`config.mk`:
```
export PLATFORM = sky130hd
export DESIGN_NAME = raster_timing_gen
export DESIGN_NICKNAME = d
export VERILOG_FILES = /design/src/rtl/raster_pkg.sv /design/src/rtl/rt_cycle_conv.sv /design/src/rtl/rt_dot_divider.sv /design/src/rtl/rt_line_step.sv /design/src/rtl/raster_timing_gen.sv
export SDC_FILE = /design/constraint.sdc
export NUM_CORES = 1
export LEC_CHECK = 0
export BUFFER_PORTS_ARGS = -buffer_cell sky130_fd_sc_hd__buf_4
export CAP_MARGIN = 20
export CORE_MARGIN = 2
export CORE_UTILIZATION = 35
export CTS_CLUSTER_DIAMETER = 40
export DETAILED_ROUTE_END_ITERATION = 8
export GPL_TIMING_DRIVEN = 0
export SLEW_MARGIN = 20
export SYNTH_ARGS = -nofsm -noshare
export SYNTH_HDL_FRONTEND = slang
export SYNTH_HIERARCHICAL = 1
export SYNTH_SLANG_ARGS = --single-unit
```
`constraint.sdc`:
```
create_clock -name clk -period 28.8 [get_ports clk]
set_clock_uncertainty 0.2 [all_clocks]
set_input_delay 1.44 -clock clk [delete_from_list [all_inputs] [get_ports clk]]
set_output_delay 1.44 -clock clk [all_outputs]
set_load 0.02 [all_outputs]
```
`src/rtl/raster_pkg.sv`:
```
package raster_pkg;

    localparam int RT_DOT_W  = 13;
    localparam int RT_LINE_W = 9;
    localparam int RT_REM_W  = 3;
    localparam int RT_NDIV   = 5;

    // Pixel divider for each selector slot; slot 4 is the wide mode.
    function automatic int rt_div_of(input int idx);
        case (idx)
            0:       return 10;
            1:       return 8;
            2:       return 5;
            3:       return 4;
            default: return 7;
        endcase
    endfunction

    typedef struct packed {
        logic [RT_REM_W-1:0]  rem;
        logic [RT_DOT_W-1:0]  dot;
        logic [RT_LINE_W-1:0] line;
        logic                 odd;
        logic                 vbl;
        logic [RT_DOT_W-1:0]  dots_out;
        logic                 hbl;
        logic                 irq;
    } rt_state_t;

endpackage

```
`src/rtl/rt_cycle_conv.sv`:
```
module rt_cycle_conv #(
    parameter int CYC_W = 12,
    parameter int DOT_W = 13,
    parameter int REM_W = 3,
    parameter int MUL   = 11,
    parameter int DEN   = 7
) (
    input  logic [REM_W-1:0] rem_q,
    input  logic [CYC_W-1:0] cycles,
    output logic [DOT_W-1:0] advance,
    output logic [REM_W-1:0] rem_d
);
    localparam int SUM_W = CYC_W + $clog2(MUL) + 1;

    logic [SUM_W-1:0] sum;
    logic [SUM_W-1:0] quo;
    logic [SUM_W-1:0] md;

    always_comb begin
        sum     = SUM_W'(rem_q) + SUM_W'(cycles) * SUM_W'(MUL);
        quo     = sum / SUM_W'(DEN);
        md      = sum % SUM_W'(DEN);
        advance = DOT_W'(quo);
        rem_d   = REM_W'(md);
    end
endmodule

```
`src/rtl/rt_dot_divider.sv`:
```
module rt_dot_divider
    import raster_pkg::*;
#(
    parameter int DOT_W = 13
) (
    input  logic [DOT_W-1:0] pos_new,
    input  logic [DOT_W-1:0] advance,
    input  logic             hres_wide,
    input  logic [1:0]       hres_sel,
    output logic [DOT_W-1:0] dots
);
    logic [DOT_W-1:0] cnt [RT_NDIV];

    for (genvar g = 0; g < RT_NDIV; g++) begin : g_div
        localparam int D = rt_div_of(g);
        logic [DOT_W-1:0] q;
        logic [DOT_W-1:0] rp;
        logic [DOT_W-1:0] ra;
        always_comb begin
            q      = advance / DOT_W'(D);
            rp     = pos_new % DOT_W'(D);
            ra     = advance % DOT_W'(D);
            cnt[g] = q + DOT_W'(rp < ra);
        end
    end

    always_comb begin
        if (hres_wide) begin
            dots = cnt[4];
        end else begin
            case (hres_sel)
                2'd0:    dots = cnt[0];
                2'd1:    dots = cnt[1];
                2'd2:    dots = cnt[2];
                default: dots = cnt[3];
            endcase
        end
    end
endmodule

```
`src/rtl/rt_line_step.sv`:
```
module rt_line_step #(
    parameter int LINE_W     = 9,
    parameter int NTSC_LINES = 263,
    parameter int PAL_LINES  = 314,
    parameter int VBL_LINE   = 240
) (
    input  logic              wrap,
    input  logic [LINE_W-1:0] line_q,
    input  logic              odd_q,
    input  logic              vbl_q,
    input  logic              pal_mode,
    input  logic              interlace,
    input  logic              vres_hi,
    output logic [LINE_W-1:0] line_d,
    output logic              odd_d,
    output logic              vbl_d,
    output logic              irq_d
);
    localparam int INC_W = LINE_W + 1;

    logic [INC_W-1:0] inc;
    logic [INC_W-1:0] frame_len;
    logic             tall;

    always_comb begin
        line_d    = line_q;
        odd_d     = odd_q;
        vbl_d     = vbl_q;
        irq_d     = 1'b0;
        inc       = INC_W'(line_q) + INC_W'(1);
        frame_len = pal_mode ? INC_W'(PAL_LINES) : INC_W'(NTSC_LINES);
        tall      = vres_hi & interlace;
        if (wrap) begin
            if (interlace && !tall && inc < INC_W'(VBL_LINE)) begin
                odd_d = ~odd_q;
            end
            if (inc >= frame_len) begin
                line_d = '0;
                vbl_d  = 1'b0;
                if (tall) begin
                    odd_d = ~odd_q;
                end
            end else begin
                line_d = LINE_W'(inc);
            end
            if (line_d == LINE_W'(VBL_LINE)) begin
                vbl_d = 1'b1;
                irq_d = 1'b1;
            end
        end
    end
endmodule

```
`src/rtl/raster_timing_gen.sv`:
```
module raster_timing_gen
    import raster_pkg::*;
#(
    parameter int CYC_W      = 12,
    parameter int DOT_W      = RT_DOT_W,
    parameter int MAX_STEP   = 2166,
    parameter int NTSC_DOTS  = 3413,
    parameter int PAL_DOTS   = 3406,
    parameter int NTSC_LINES = 263,
    parameter int PAL_LINES  = 314,
    parameter int VBL_LINE   = 240
) (
    input  logic             clk,
    input  logic             rst_n,
    input  logic             step_valid,
    input  logic [CYC_W-1:0] step_cycles,
    input  logic             pal_mode,
    input  logic             hres_wide,
    input  logic [1:0]       hres_sel,
    input  logic             vres_hi,
    input  logic             interlace,
    output logic [DOT_W-1:0] dot_clocks,
    output logic             hblank,
    output logic             vblank,
    output logic             vblank_irq,
    output logic             odd_field
);
    localparam int LINE_W = RT_LINE_W;
    localparam int REM_W  = RT_REM_W;

    rt_state_t st_q;
    rt_state_t st_d;

    logic [DOT_W-1:0]  advance;
    logic [REM_W-1:0]  rem_d;
    logic [DOT_W-1:0]  pos_sum;
    logic [DOT_W-1:0]  line_len;
    logic              wrap;
    logic [DOT_W-1:0]  dots;
    logic [LINE_W-1:0] line_d;
    logic              odd_d;
    logic              vbl_d;
    logic              irq_d;

    rt_cycle_conv #(
        .CYC_W(CYC_W), .DOT_W(DOT_W), .REM_W(REM_W), .MUL(11), .DEN(7)
    ) u_conv (
        .rem_q   (st_q.rem),
        .cycles  (step_cycles),
        .advance (advance),
        .rem_d   (rem_d)
    );

    always_comb begin
        pos_sum  = st_q.dot + advance;
        line_len = pal_mode ? DOT_W'(PAL_DOTS) : DOT_W'(NTSC_DOTS);
        wrap     = step_valid && (pos_sum >= line_len);
    end

    rt_dot_divider #(.DOT_W(DOT_W)) u_div (
        .pos_new   (pos_sum),
        .advance   (advance),
        .hres_wide (hres_wide),
        .hres_sel  (hres_sel),
        .dots      (dots)
    );

    rt_line_step #(
        .LINE_W(LINE_W), .NTSC_LINES(NTSC_LINES),
        .PAL_LINES(PAL_LINES), .VBL_LINE(VBL_LINE)
    ) u_line (
        .wrap      (wrap),
        .line_q    (st_q.line),
        .odd_q     (st_q.odd),
        .vbl_q     (st_q.vbl),
        .pal_mode  (pal_mode),
        .interlace (interlace),
        .vres_hi   (vres_hi),
        .line_d    (line_d),
        .odd_d     (odd_d),
        .vbl_d     (vbl_d),
        .irq_d     (irq_d)
    );

    always_comb begin
        st_d          = st_q;
        st_d.dots_out = '0;
        st_d.hbl      = 1'b0;
        st_d.irq      = 1'b0;
        if (step_valid) begin
            st_d.rem      = rem_d;
            st_d.dot      = wrap ? (pos_sum - line_len) : pos_sum;
            st_d.dots_out = dots;
            st_d.hbl      = wrap;
            st_d.line     = line_d;
            st_d.odd      = odd_d;
            st_d.vbl      = vbl_d;
            st_d.irq      = irq_d;
        end
    end

    always_ff @(posedge clk or negedge rst_n) begin
        if (!rst_n) begin
            st_q <= '0;
        end else begin
            st_q <= st_d;
        end
    end

    assign dot_clocks = st_q.dots_out;
    assign hblank     = st_q.hbl;
    assign vblank     = st_q.vbl;
    assign vblank_irq = st_q.irq;
    assign odd_field  = st_q.odd & ~st_q.vbl;

endmodule

```
==> impl_metrics.csv <==
group,metric,value,unit
worst_hold_path,min_path_type,"reg2reg",
setup_path,path_delay_family,"compound AO/OA/AOI/OAI gates",
cts,post-cts-setup-buffers,0,
route,antenna_left,0,
synthesis,synth-simple-area-share,0.255,
setup_path,crit_path_max_fanout,13,
floorplan,fp.dieW,208,microns
cts,root_buffer,"clkbuf_16",
cts,numCtsBuffers,5,
cts,tritoncts,"done",
global_routing,grt_antenna_before_repair,1,
timing,fin_crit_sh,0.712,
global_routing,grt_pass1_vias,14364,
cts,insertion_delay,310,ps
finish,area_delta_synth_final,8.02,%
global_routing,overflow,0,
finish,nets,2141,
outcome,status,"finished clean",
cts,cts_sinks,42,
synthesis,synth_mux_area_frac,0.0496,
global_routing,grt-busiest-layer,"met2",
finish,instances_no_fill,2514,
setup_path,max_stage_delay,810,ps
synthesis,synth_area,14600,sq um
synthesis,ys_seq_area_frac,0.0722,
synthesis,yosys.cell_types.count,142,
synthesis,async_flop_share,1.00,
global_routing,grt_util_all_layers,0.192,
timing,hold_violations,0,
setup_path,worst-endpoint-required,28800,ps
flow_run,drv_cap,0,
setup_path,setup.worst_path.class,"in2reg",
route,first_iter_violations,1213,
floorplan,num_rows,74,
cts,htreeDepth,2,
global_routing,met3_usage,0.0145,
synthesis,synthXorXnorAreaFrac,0.0616,
placement,portBuffers,36,
synthesis,yosys.area_share.adder,0.130,
setup_path,crit_arrival,20510,ps
finish,n_antenna_cell,0,
timing,tns,0,ps
finish,drive_gt1_frac,0.147,
synthesis,avgSynthCellArea,7.55,sq um
route,dr_total_vias,15450,
floorplan,fp.coreArea,40900,sq um
placement,gp_congestion,0.928,
route,wire_per_inst,17.1,microns
synthesis,yosysWarningCount,6,
global_routing,grt_start_max_net_pins,43,
timing,relSlewSlack,0.309,
global_routing,met2_usage,0.321,
global_routing,grt_first_pass_wirelength,71.9,mm
route,dr.pass1.iters,5,
synthesis,ys.flop_type,"dfrtp_1",
floorplan,ios,38,
floorplan,initial_core_util,0.356,
placement,place_inst,2506,
floorplan,die-area,43200,sq um
timing,min_period,20510,ps
synthesis,synth-compound-area-share,0.369,
setup_path,cp_slowest_cell,"o311ai_1",
cts,clk_pin_slew_worst_paths,70,ps
synthesis,syn-instance-count,1928,
route,routed_wl,43.1,mm
cts,cts.path.max_buffers,2,
global_routing,grtUsageMet1,0.268,
setup_path,end_kind,"flip-flop",
timing,final_max_slew_viol_count,0,
cts,cts_resized,0,
finish,final_util,0.384,
cts,hold_buffers,0,
floorplan,die_height,208,microns
synthesis,synth_top_family_by_area,"compound AO/OA/AOI/OAI gates",
setup_path,critPathLaunchType,"primary input",
setup_path,crit_top_cell,"ha_1",
timing,grt_setup_unrepaired,"false",
synthesis,ys_ff_latch,42,
synthesis,synth-edff-count,0,
timing,finalSetupViolCount,0,
route,drcViolationCount,0,
route,avgViaCountPerCell,6.15,
timing,tightestPinTransition,1030,ps
setup_path,critPathBufInv,6,
placement,detailed_place_hpwl,34.0,mm
timing,max_freq,48.7,MHz
[kinds of logic after synthesis]
kind of cell,after synthesis
multiplexers,62
buffers and inverters,193
flip-flops,42
AND/OR/NAND/NOR,688
AO/OA/AOI/OAI,702
XOR/XNOR,95
adder cells (fa/ha/maj),145
other,1
[path summary, 6_finish.rpt]
kind                                start             to  slack [ps]  cells past startpoint
hold reg to reg                  st_q[19]       st_q[19]         300                      1
setup reg to reg                 st_q[41]  dot_clocks[7]        9460                     74
setup / recovery           step_cycles[8]  dot_clocks[7]        8290                     77
max in group asynchronous           rst_n  dot_clocks[6]       27030                      1
min in group asynchronous           rst_n       st_q[24]         930                      1
hold / removal                   st_q[19]       st_q[19]         300                      1
[worst register-to-register path, delay by kind of cell (launching register included)]
family,cells,cell delay (ps)
compound gates,42,10990
simple gates,14,2530
flops,1,420
buf+inv,5,1200
fa+ha+maj,9,3160
xor+xnor,4,720
[placed cells by master, fill, tap and decap left out, types with 12 or more instances in the layout]
cell type  netlist  layout
o21ai_1         18      18
a211o_1         12      12
or3_1           19      19
a221oi_1        13      13
buf_2           37      37
nor3b_1         14      14
ha_1           127     127
nand3_1         70      70
nand2_1        151     151
nor2b_1         28      28
a21oi_1        126     126
a21oi_2         15      15
nor4_1          17      17
nand2b_1        37      37
o2111ai_1       12      12
o221ai_1        13      13
a211oi_1        27      27
mux2i_1         25      25
o31ai_1         14      14
and3_1          27      27
a22oi_1         16      16
and2_1          38      38
xnor2_1         61      61
clkbuf_1        57      57
a31oi_1         26      26
inv_1           54      54
o211ai_1        34      34
mux2_2          30      30
a21o_1          40      40
o21ai_0        105     105
xor2_1          27      27
nand4_1         21      21
nor3_1          44      44
dfrtp_1         42      42
o22ai_1         16      16
buf_4           23      59
fa_1            12      12
nor2_1         134     134
[metal layers]
| layer | vias up | share of wire |
|---|---|---|
| li1 | 7507 | - |
| met1 | 7398 | 0.47 |
| met2 | 491 | 0.47 |
| met3 | 52 | 0.050 |
| met4 | 2 | 0.016 |
| met5 | - | 0.00030 |
[flip-flops by register name (all words and copies together) (netlist names)]
register	cells
dot_clocks	13
hblank	1
st_q	26
vblank	1
vblank_irq	1
[Yosys cell counts, drive strengths merged, types with 11 or more instances]
master   number  area share
xor2         30       0.020
o2111ai      16       0.011
mux2         32       0.025
buf          75       0.032
nor2b        28       0.012
mux2i        27       0.020
or3          22       0.010
a32o         11      0.0076
xnor2        65       0.042
o21bai       12      0.0070
a22oi        17      0.0091
a21o         40       0.021
nor3         50       0.020
a21oi       142       0.053
a221oi       17       0.013
o31a         11      0.0066
inv          54       0.014
and2         41       0.018
o21ai       130       0.047
clkbuf       58       0.015
nand4        22       0.010
fa           12       0.017
a211o        12      0.0072
a2111oi      13       0.013
nor4         17      0.0073
o31ai        17       0.010
o221ai       15      0.0099
and3         28       0.012
o22ai        18      0.0086
o211ai       40       0.023
nand2       155       0.041
ha          127        0.11
nand2b       38       0.017
or2          17      0.0073
nand3        75       0.028
dfrtp        42       0.072
a31oi        30       0.015
a211oi       35       0.021
nor2        137       0.037
nor3b        14      0.0072
[final cells by class]
class,count,area [sq um]
plain buffers,133,678
clock inverters,3,68.8
repair buffers,36,270
flip-flops and latches,42,1050
inverters,60,225
clock buffers,5,125
well taps,532,666
multi-input cells,1703,12600
fillers,4256,25200
[per-stage QoR]
stage                     area, sq um  worst slack, ps  hold WS (ps)
after floorplan                 14600            11130           269
after global placement          15500             8460           285
after detailed placement        15500             8170           290
after CTS                       15700             8480           307
after global routing            15700             6720           321
final                           15700             8290           304
Power is left out: the tool's default activity adds up to more than one toggle a clock period on the data nets, which glitch-free logic cannot reach.
